### src/rtl/pseq_pkg.sv
package pseq_pkg;

  typedef enum logic [2:0] {
    ST_IDLE,
    ST_LOAD,
    ST_COMP,
    ST_ACC,
    ST_ADV,
    ST_DONE
  } seq_state_e;

  function automatic int ceil_div(int a, int b);
    return (a + b - 1) / b;
  endfunction

  function automatic int max3(int a, int b, int c);
    int m;
    m = (a > b) ? a : b;
    return (m > c) ? m : c;
  endfunction

  // global row/column to row-major flat index
  function automatic int flat_index(int row, int col, int n);
    return row * n + col;
  endfunction

  // global index of a patch-local coordinate
  function automatic int global_pos(int block, int size, int local_idx);
    return block * size + local_idx;
  endfunction

endpackage

### src/rtl/pseq_load.sv
module pseq_load
  import pseq_pkg::*;
#(
  parameter int N   = 256,
  parameter int PR  = 6,
  parameter int PC  = 18,
  parameter int WW  = 8,
  parameter int RBW = 6,
  parameter int CGW = 4,
  localparam int RB  = ceil_div(N, PR),
  localparam int CG  = ceil_div(N, PC),
  localparam int WAW = $clog2(N * N),
  localparam int RW  = $clog2(PR),
  localparam int CW  = $clog2(PC),
  localparam int GW  = $clog2(((RB * PR > CG * PC) ? RB * PR : CG * PC) + 1)
) (
  input  logic           clk,
  input  logic           rst_n,
  input  logic           issue,
  input  logic [RBW-1:0] rb,
  input  logic [CGW-1:0] cg,
  output logic           wt_rd_en,
  output logic [WAW-1:0] wt_rd_addr,
  input  logic [WW-1:0]  wt_rd_data,
  output logic           ld_valid,
  output logic [RW-1:0]  ld_row,
  output logic [CW-1:0]  ld_col,
  output logic [WW-1:0]  ld_data
);

  logic [RW-1:0] r_cnt;
  logic [CW-1:0] c_cnt;
  logic [GW-1:0] grow, gcol;
  logic          slot_live;
  logic          live_q;

  always_ff @(posedge clk) begin
    if (!rst_n || !issue) begin
      r_cnt <= '0;
      c_cnt <= '0;
    end else if (c_cnt == CW'(PC - 1)) begin
      c_cnt <= '0;
      r_cnt <= r_cnt + 1'b1;
    end else begin
      c_cnt <= c_cnt + 1'b1;
    end
  end

  assign grow      = GW'(global_pos(int'(rb), PR, int'(r_cnt)));
  assign gcol      = GW'(global_pos(int'(cg), PC, int'(c_cnt)));
  assign slot_live = (grow < GW'(N)) && (gcol < GW'(N));

  assign wt_rd_en   = issue && slot_live;
  assign wt_rd_addr = WAW'(flat_index(int'(grow), int'(gcol), N));

  always_ff @(posedge clk) begin
    if (!rst_n) begin
      ld_valid <= 1'b0;
      live_q   <= 1'b0;
      ld_row   <= '0;
      ld_col   <= '0;
    end else begin
      ld_valid <= issue;
      live_q   <= issue && slot_live;
      ld_row   <= r_cnt;
      ld_col   <= c_cnt;
    end
  end

  assign ld_data = (ld_valid && live_q) ? wt_rd_data : '0;

  AST_WT_ADDR_RANGE: assert property (@(posedge clk) disable iff (!rst_n)
    wt_rd_en |-> (int'(wt_rd_addr) < N * N));
  AST_READ_THEN_LOAD: assert property (@(posedge clk) disable iff (!rst_n)
    wt_rd_en |=> ld_valid);
  AST_CLIP_ZERO: assert property (@(posedge clk) disable iff (!rst_n)
    (ld_valid && !$past(wt_rd_en)) |-> (ld_data == '0));

endmodule

### src/rtl/pseq_acc.sv
module pseq_acc
  import pseq_pkg::*;
#(
  parameter int N   = 256,
  parameter int PC  = 18,
  parameter int SW  = 16,
  parameter int CGW = 4,
  localparam int CG  = ceil_div(N, PC),
  localparam int NAW = $clog2(N),
  localparam int CW  = $clog2(PC),
  localparam int GW  = $clog2(CG * PC + 1)
) (
  input  logic           clk,
  input  logic           rst_n,
  input  logic           issue,
  input  logic           first_blk,
  input  logic [CGW-1:0] cg,
  input  logic [PC*SW-1:0] arr_result,
  output logic           ps_rd_en,
  output logic [NAW-1:0] ps_rd_addr,
  input  logic [SW-1:0]  ps_rd_data,
  output logic           ps_wr_en,
  output logic [NAW-1:0] ps_wr_addr,
  output logic [SW-1:0]  ps_wr_data
);

  logic [CW-1:0]  c_cnt;
  logic [GW-1:0]  gcol;
  logic           col_live;
  logic           use_prev_q;
  logic [CW-1:0]  col_q;

  always_ff @(posedge clk) begin
    if (!rst_n || !issue) c_cnt <= '0;
    else                  c_cnt <= c_cnt + 1'b1;
  end

  assign gcol       = GW'(global_pos(int'(cg), PC, int'(c_cnt)));
  assign col_live   = gcol < GW'(N);
  assign ps_rd_en   = issue && col_live && !first_blk;
  assign ps_rd_addr = NAW'(gcol);

  always_ff @(posedge clk) begin
    if (!rst_n) begin
      ps_wr_en   <= 1'b0;
      use_prev_q <= 1'b0;
      col_q      <= '0;
      ps_wr_addr <= '0;
    end else begin
      ps_wr_en   <= issue && col_live;
      use_prev_q <= !first_blk;
      col_q      <= c_cnt;
      ps_wr_addr <= NAW'(gcol);
    end
  end

  assign ps_wr_data = (use_prev_q ? ps_rd_data : '0) + arr_result[int'(col_q)*SW +: SW];

  AST_RD_WR_PAIR: assert property (@(posedge clk) disable iff (!rst_n)
    ps_rd_en |=> (ps_wr_en && ps_wr_addr == $past(ps_rd_addr)));
  AST_WR_IN_RANGE: assert property (@(posedge clk) disable iff (!rst_n)
    ps_wr_en |-> (int'(ps_wr_addr) < N));

endmodule

### src/rtl/patch_seq.sv
module patch_seq
  import pseq_pkg::*;
#(
  parameter int N        = 256,
  parameter int PR       = 6,
  parameter int PC       = 18,
  parameter int WW       = 8,
  parameter int SW       = 16,
  parameter int COMP_CYC = 24,
  localparam int WAW = $clog2(N * N),
  localparam int NAW = $clog2(N),
  localparam int RW  = $clog2(PR),
  localparam int CW  = $clog2(PC)
) (
  input  logic             clk,
  input  logic             rst_n,
  input  logic             start,
  output logic             done,
  output logic             wt_rd_en,
  output logic [WAW-1:0]   wt_rd_addr,
  input  logic [WW-1:0]    wt_rd_data,
  output logic             arr_ld_valid,
  output logic [RW-1:0]    arr_ld_row,
  output logic [CW-1:0]    arr_ld_col,
  output logic [WW-1:0]    arr_ld_data,
  output logic             arr_comp,
  input  logic [PC*SW-1:0] arr_result,
  output logic             ps_rd_en,
  output logic [NAW-1:0]   ps_rd_addr,
  input  logic [SW-1:0]    ps_rd_data,
  output logic             ps_wr_en,
  output logic [NAW-1:0]   ps_wr_addr,
  output logic [SW-1:0]    ps_wr_data
);

  localparam int RB   = ceil_div(N, PR);
  localparam int CG   = ceil_div(N, PC);
  localparam int TOT  = PR * PC;
  localparam int RBW  = $clog2(RB + 1);
  localparam int CGW  = $clog2(CG + 1);
  localparam int CNTW = $clog2(max3(TOT, COMP_CYC, PC) + 1);

  seq_state_e      st;
  logic [CNTW-1:0] cnt;
  logic [RBW-1:0]  rb;
  logic [CGW-1:0]  cg;

  logic ld_issue, acc_issue, load_end, comp_end, acc_end, last_blk, last_patch;

  assign ld_issue   = (st == ST_LOAD) && (cnt < CNTW'(TOT));
  assign acc_issue  = (st == ST_ACC) && (cnt < CNTW'(PC));
  assign load_end   = (st == ST_LOAD) && (cnt == CNTW'(TOT));
  assign comp_end   = (st == ST_COMP) && (cnt == CNTW'(COMP_CYC - 1));
  assign acc_end    = (st == ST_ACC) && (cnt == CNTW'(PC));
  assign last_blk   = (rb == RBW'(RB - 1));
  assign last_patch = last_blk && (cg == CGW'(CG - 1));

  always_ff @(posedge clk) begin
    if (!rst_n) begin
      st  <= ST_IDLE;
      cnt <= '0;
      rb  <= '0;
      cg  <= '0;
    end else begin
      case (st)
        ST_IDLE: if (start) begin
          st  <= ST_LOAD;
          cnt <= '0;
          rb  <= '0;
          cg  <= '0;
        end
        ST_LOAD: if (load_end) begin
          st <= ST_COMP; cnt <= '0;
        end else cnt <= cnt + 1'b1;
        ST_COMP: if (comp_end) begin
          st <= ST_ACC; cnt <= '0;
        end else cnt <= cnt + 1'b1;
        ST_ACC: if (acc_end) begin
          st <= ST_ADV; cnt <= '0;
        end else cnt <= cnt + 1'b1;
        ST_ADV: begin
          st <= last_patch ? ST_DONE : ST_LOAD;
          if (last_blk) begin
            rb <= '0;
            cg <= cg + 1'b1;
          end else begin
            rb <= rb + 1'b1;
          end
        end
        ST_DONE: st <= ST_IDLE;
        default: st <= ST_IDLE;
      endcase
    end
  end

  assign done     = (st == ST_DONE);
  assign arr_comp = (st == ST_COMP);

  pseq_load #(.N(N), .PR(PR), .PC(PC), .WW(WW), .RBW(RBW), .CGW(CGW)) load_i (
    .clk(clk), .rst_n(rst_n), .issue(ld_issue), .rb(rb), .cg(cg),
    .wt_rd_en(wt_rd_en), .wt_rd_addr(wt_rd_addr), .wt_rd_data(wt_rd_data),
    .ld_valid(arr_ld_valid), .ld_row(arr_ld_row), .ld_col(arr_ld_col),
    .ld_data(arr_ld_data)
  );

  pseq_acc #(.N(N), .PC(PC), .SW(SW), .CGW(CGW)) acc_i (
    .clk(clk), .rst_n(rst_n), .issue(acc_issue), .first_blk(rb == '0), .cg(cg),
    .arr_result(arr_result),
    .ps_rd_en(ps_rd_en), .ps_rd_addr(ps_rd_addr), .ps_rd_data(ps_rd_data),
    .ps_wr_en(ps_wr_en), .ps_wr_addr(ps_wr_addr), .ps_wr_data(ps_wr_data)
  );

  AST_DONE_PULSE: assert property (@(posedge clk) disable iff (!rst_n)
    done |=> !done);
  AST_COMP_QUIET: assert property (@(posedge clk) disable iff (!rst_n)
    arr_comp |-> (!arr_ld_valid && !wt_rd_en && !ps_wr_en));
  AST_COMP_AFTER_LOAD: assert property (@(posedge clk) disable iff (!rst_n)
    $rose(arr_comp) |-> $past(arr_ld_valid));
  AST_IDLE_QUIET: assert property (@(posedge clk) disable iff (!rst_n)
    (st == ST_IDLE) |-> (!wt_rd_en && !ps_rd_en && !arr_comp));

endmodule

### config.mk
export PLATFORM = sky130hd
export DESIGN_NAME = patch_seq
export DESIGN_NICKNAME = d
export VERILOG_FILES = /design/src/rtl/pseq_pkg.sv /design/src/rtl/pseq_load.sv /design/src/rtl/pseq_acc.sv /design/src/rtl/patch_seq.sv
export SDC_FILE = /design/constraint.sdc
export NUM_CORES = 1
export LEC_CHECK = 0
export ABC_AREA = 0
export ABC_CLOCK_PERIOD_IN_PS = 4300
export BUFFER_PORTS_ARGS = -buffer_cell sky130_fd_sc_hd__buf_2
export CORE_AREA = 2 2 151 153
export CTS_CLUSTER_SIZE = 10
export DETAILED_ROUTE_END_ITERATION = 8
export DIE_AREA = 0 0 153 155
export PLACE_DENSITY = 0.56
export SYNTH_ARGS = -nofsm -noshare
export SYNTH_HDL_FRONTEND = slang
export SYNTH_SLANG_ARGS = --single-unit
### constraint.sdc
create_clock -name clk -period 4.3 [get_ports clk]
set_input_delay 0.215 -clock clk [delete_from_list [all_inputs] [get_ports clk]]
set_output_delay 0.215 -clock clk [all_outputs]
set_load 0.05 [all_outputs]
==> impl_table.tex <==
\begin{tabular}{lr}
\hline
Metric & Value \\
\hline
\multicolumn{2}{l}{\textbf{STA}} \\
Setup clock skew after layout & roughly 0.011 ns \\
Final period demand of the worst path & 4.25 ns \\
Worst Max-Slew Pin Slew & just under 0.8 ns \\
Final setup violation count & 0 \\
Final Hold Vio Count & 0 \\
Slew HR & 48.2\% \\
Fmax & between 200 and 250 MHz \\
Setup repair after global routing missed its margin & true \\
Period utilisation layout & between 90\% and 100\% \\
Fin. max-slew vios & 0 \\
Worst hold slack across all endpoints & just over 0.3 ns \\
\multicolumn{2}{l}{\textbf{Global routing}} \\
Via count of the first global-routing pass & $\sim$7.0k \\
GRT Overall Usage & between 20 and 30\% \\
Met1 routing resource usage after global routing & around a third \\
Busiest metal layer after global routing & met2 \\
Pin count of the biggest net entering global routing & 38 \\
Initial antenna violation count & 16 \\
Met3 track utilization from global routing & a little under an eighth \\
GR Overflow Total & 0 \\
First-pass GRT wire length & 44100 µm \\
Met2 layer usage reported by global route & between 30\% and 40\% \\
\multicolumn{2}{l}{\textbf{Yosys}} \\
Leading cell types by count after synthesis & sky130\_fd\_sc\_hd\_\_mux4\_2 (79), sky130\_fd\_sc\_hd\_\_dfxtp\_1 (57), sky130\_fd\_sc\_hd\_\_ha\_1 (51), sky130\_fd\_sc\_hd\_\_nor2\_1 (51), sky130\_fd\_sc\_hd\_\_a21oi\_1 (41) \\
Yosys cell types & 59 \\
Proportion of netlist area held by the largest area contributor & about 28\% \\
Post-synth top area cell & sky130\_fd\_sc\_hd\_\_mux4\_2 \\
Number of warnings issued by yosys & 0 \\
Share of flip-flops with an asynchronous set or reset & 0\% \\
FF+latch count, synth & 57 \\
Mean instance size in the synthesized netlist & approximately 10 µm² \\
Primary FF master, synth & sky130\_fd\_sc\_hd\_\_dfxtp\_1 \\
Part of the Yosys area used for sequential elements & 17.7\% \\
Synthesized instance count & between 600 and 700 \\
Net count after synthesis & around 1.0k \\
Most used standard cell by instance count after synthesis & sky130\_fd\_sc\_hd\_\_mux4\_2 \\
Number of enable flip-flop cells after synthesis & 0 \\
Top post-synthesis cells by area & sky130\_fd\_sc\_hd\_\_mux4\_2 (28\%), sky130\_fd\_sc\_hd\_\_dfxtp\_1 (18\%), sky130\_fd\_sc\_hd\_\_ha\_1 (9.9\%) \\
Synthesized cell area & 6430 µm² \\
\multicolumn{2}{l}{\textbf{Floorplan}} \\
Starting density of the core & between 20\% and 30\% \\
Core footprint & 22200 µm² \\
Die boundary height & $\sim$160 µm \\
Total number of placement rows & 55 \\
Die outline width & approximately 150 µm \\
Die outline area & 23700 µm² \\
Number of placed I/O pins & between 300 and 400 \\
\multicolumn{2}{l}{\textbf{Drt}} \\
Vias/cell & around 5.3 \\
Vias post-DR & between 7k and 8k \\
Remaining routing DRC violations & 0 \\
Post-route antenna net violation count & 0 \\
Wirelength, routed & 30600 µm \\
Number of search-and-repair iterations in the first detailed-routing pass & 5 \\
Initial DRC Count & between 500 and 600 \\
Routed wire length per instance & 22.9 µm \\
\multicolumn{2}{l}{\textbf{Placement}} \\
Quantity of I/O buffers inserted on ports & around 380 \\
DP HPWL & roughly 26000 µm \\
Global placer's final weighted congestion & around 0.97 \\
Placed insts & 1298 \\
\multicolumn{2}{l}{\textbf{Power and ir drop}} \\
Pleak & around 4.4 nW \\
Worst-case vdd ir drop & roughly 0.21 mV \\
Ratio of total power to cell area & between 200 and 250 nW/µm² \\
Power consumption & roughly 2.1 mW \\
\multicolumn{2}{l}{\textbf{Clock tree}} \\
Clock latency at the later pin of the worst-skew pair & 0.33 ns \\
Clock net sink count & 57 \\
Cts-stage hold buffer count & 0 \\
CTS root buf & sky130\_fd\_sc\_hd\_\_clkbuf\_16 \\
CTS buffer count & 9 \\
Worst-path clk slew & about 0.06 ns \\
Clock tree from TritonCTS & done \\
Maximum buffer depth of the clock tree & 2 \\
Htree depth & 3 \\
\multicolumn{2}{l}{\textbf{Worst setup path}} \\
Worst path required time & slightly above 4 ns \\
Launch instance of the worst register-to-register path & rb[0] \\
Endpoint type of the worst setup path & output pin \\
Type of origin of the critical path & flop \\
Maximum fanout encountered on the critical timing path & 8 \\
Arrival time at the worst endpoint & roughly 4.0 ns \\
Terminus of the critical flop-to-flop path & load\_i.live\_q \\
Length in cells of the worst reg-to-reg path & 8 \\
Critical Path End & ps\_wr\_data[15] \\
WS Path Type & flop to output pin \\
Worst setup path start & acc\_i.col\_q[0] \\
Worst setup slack for register-to-register paths & around 1.8 ns \\
\multicolumn{2}{l}{\textbf{Final layout}} \\
Fillers & approximately 2.2k \\
Layout-stage area growth over the synthesis result & 46.2\% \\
Fraction of layout cells with a size suffix above 1 & roughly 50\% \\
Post-layout nets & 1408 \\
Finished Layout Cells & around 1.3k \\
\multicolumn{2}{l}{\textbf{Worst hold path}} \\
Type of the tightest min-delay check & input port to flop \\
WHS Path Cells & 4 \\
\multicolumn{2}{l}{\textbf{Status}} \\
Run status & complete, no violations \\
\multicolumn{2}{l}{\textbf{Job}} \\
Reported max-cap violation count & 0 \\
\hline
\end{tabular}
[registers in the layout (all words and copies together) (netlist names)]
name              count
rb                    6
cg                    4
acc_i.col_q           5
load_i.ld_row         3
acc_i.c_cnt           5
load_i.ld_col         5
st                    3
acc_i.use_prev_q      1
acc_i.ps_wr_addr      7
load_i.live_q         1
acc_i.ps_wr_en        1
cnt                   7
load_i.ld_valid       1
load_i.c_cnt          5
load_i.r_cnt          3
[final cells by class]
class                           instances  area, µm²  area share, %
Sequential cell                        57       1150           12.2
Tap cell                              285        357           3.79
Inverter                               32        120           1.28
Clock inverter                          3       40.0          0.426
Clock buffer                           13        250           2.66
Antenna cell                           10       25.0          0.266
Timing Repair Buffer                  416       2390           25.5
Multi-Input combinational cell        521       5070           53.9
[metal layers]
layer | up-vias | routed length [µm]
met4 | 8 | 527
met3 | 40 | 3920
li1 | 3255 | -
met2 | 389 | 13200
met5 | - | 50
met1 | 3349 | 12900
[cell usage in the layout (no fill, tap or decap), types with 23 or more instances in the layout]
cell type                 count
sky130_fd_sc_hd__buf_2      379
sky130_fd_sc_hd__mux4_2      79
sky130_fd_sc_hd__dfxtp_1     55
sky130_fd_sc_hd__nor2_1      51
sky130_fd_sc_hd__ha_1        49
sky130_fd_sc_hd__a21oi_1     38
sky130_fd_sc_hd__and2_1      36
sky130_fd_sc_hd__inv_1       30
sky130_fd_sc_hd__xnor2_1     30
sky130_fd_sc_hd__nand2_1     26
sky130_fd_sc_hd__nand3_1     23
[critical path, stage by stage (launching register included)]
cell and delay [ns]:
sky130_fd_sc_hd__dfxtp_4 0.49, sky130_fd_sc_hd__buf_16 0.18, sky130_fd_sc_hd__mux4_2 0.57, sky130_fd_sc_hd__mux4_2 0.51, sky130_fd_sc_hd__o2bb2ai_2 0.14, sky130_fd_sc_hd__ha_1 0.36
sky130_fd_sc_hd__a21o_1 0.18, sky130_fd_sc_hd__a21o_1 0.16, sky130_fd_sc_hd__a221oi_2 0.36, sky130_fd_sc_hd__nor2b_4 0.22, sky130_fd_sc_hd__o21ai_2 0.08, sky130_fd_sc_hd__xnor2_1 0.16
sky130_fd_sc_hd__bufbuf_16 0.30
[per-stage QoR]
stage | setup WS (ns) | cell area (µm²) | TNS [ns] | util, %
floorplan | 0.0290 | 6430 | 0 | -
CTS | -0.0504 | 9140 | -0.0504 | 41.1
global placement | 0.257 | 8760 | 0 | 39.4
finish | 0.0490 | 9400 | 0 | 42.3
global route | -0.0736 | 9380 | -0.0736 | 42.2
detailed placement | 0.203 | 8760 | 0 | 39.4
[power by group]
part	internal [mW]	switching, mW
clock	0.462	0.238
sequential	0.558	0.0484
combinational	0.362	0.445
total	1.38	0.732
[kinds of logic after synthesis]
family          share of synthesized area [%]
simple gates                             16.0
buf+inv                                  4.90
xor+xnor                                 6.26
compound gates                           12.0
fa+ha+maj                                11.8
mux                                      31.3
flops                                    17.7
[repair_timing]
action | CTS | global route
gates resized for setup | 6 | 27
cloned | 2 | 2
setup buffers | 0 | 9
setup endpoints to repair | 3 | 9
pin swaps | 2 | 10
[worst min-delay path by stage]
stage	startpoint	end	slack (ns)
final	start	cnt[2]	0.31
after global routing	start	cnt[0]	0.33
after CTS	start	cnt[2]	0.30
after detailed placement	acc_i.c_cnt[0]	acc_i.c_cnt[0]	0.48
after global placement	acc_i.c_cnt[0]	acc_i.c_cnt[0]	0.47
after floorplan	rst_n	acc_i.c_cnt[1]	0.36
No activity file was read; power rests on OpenSTA's default activity.
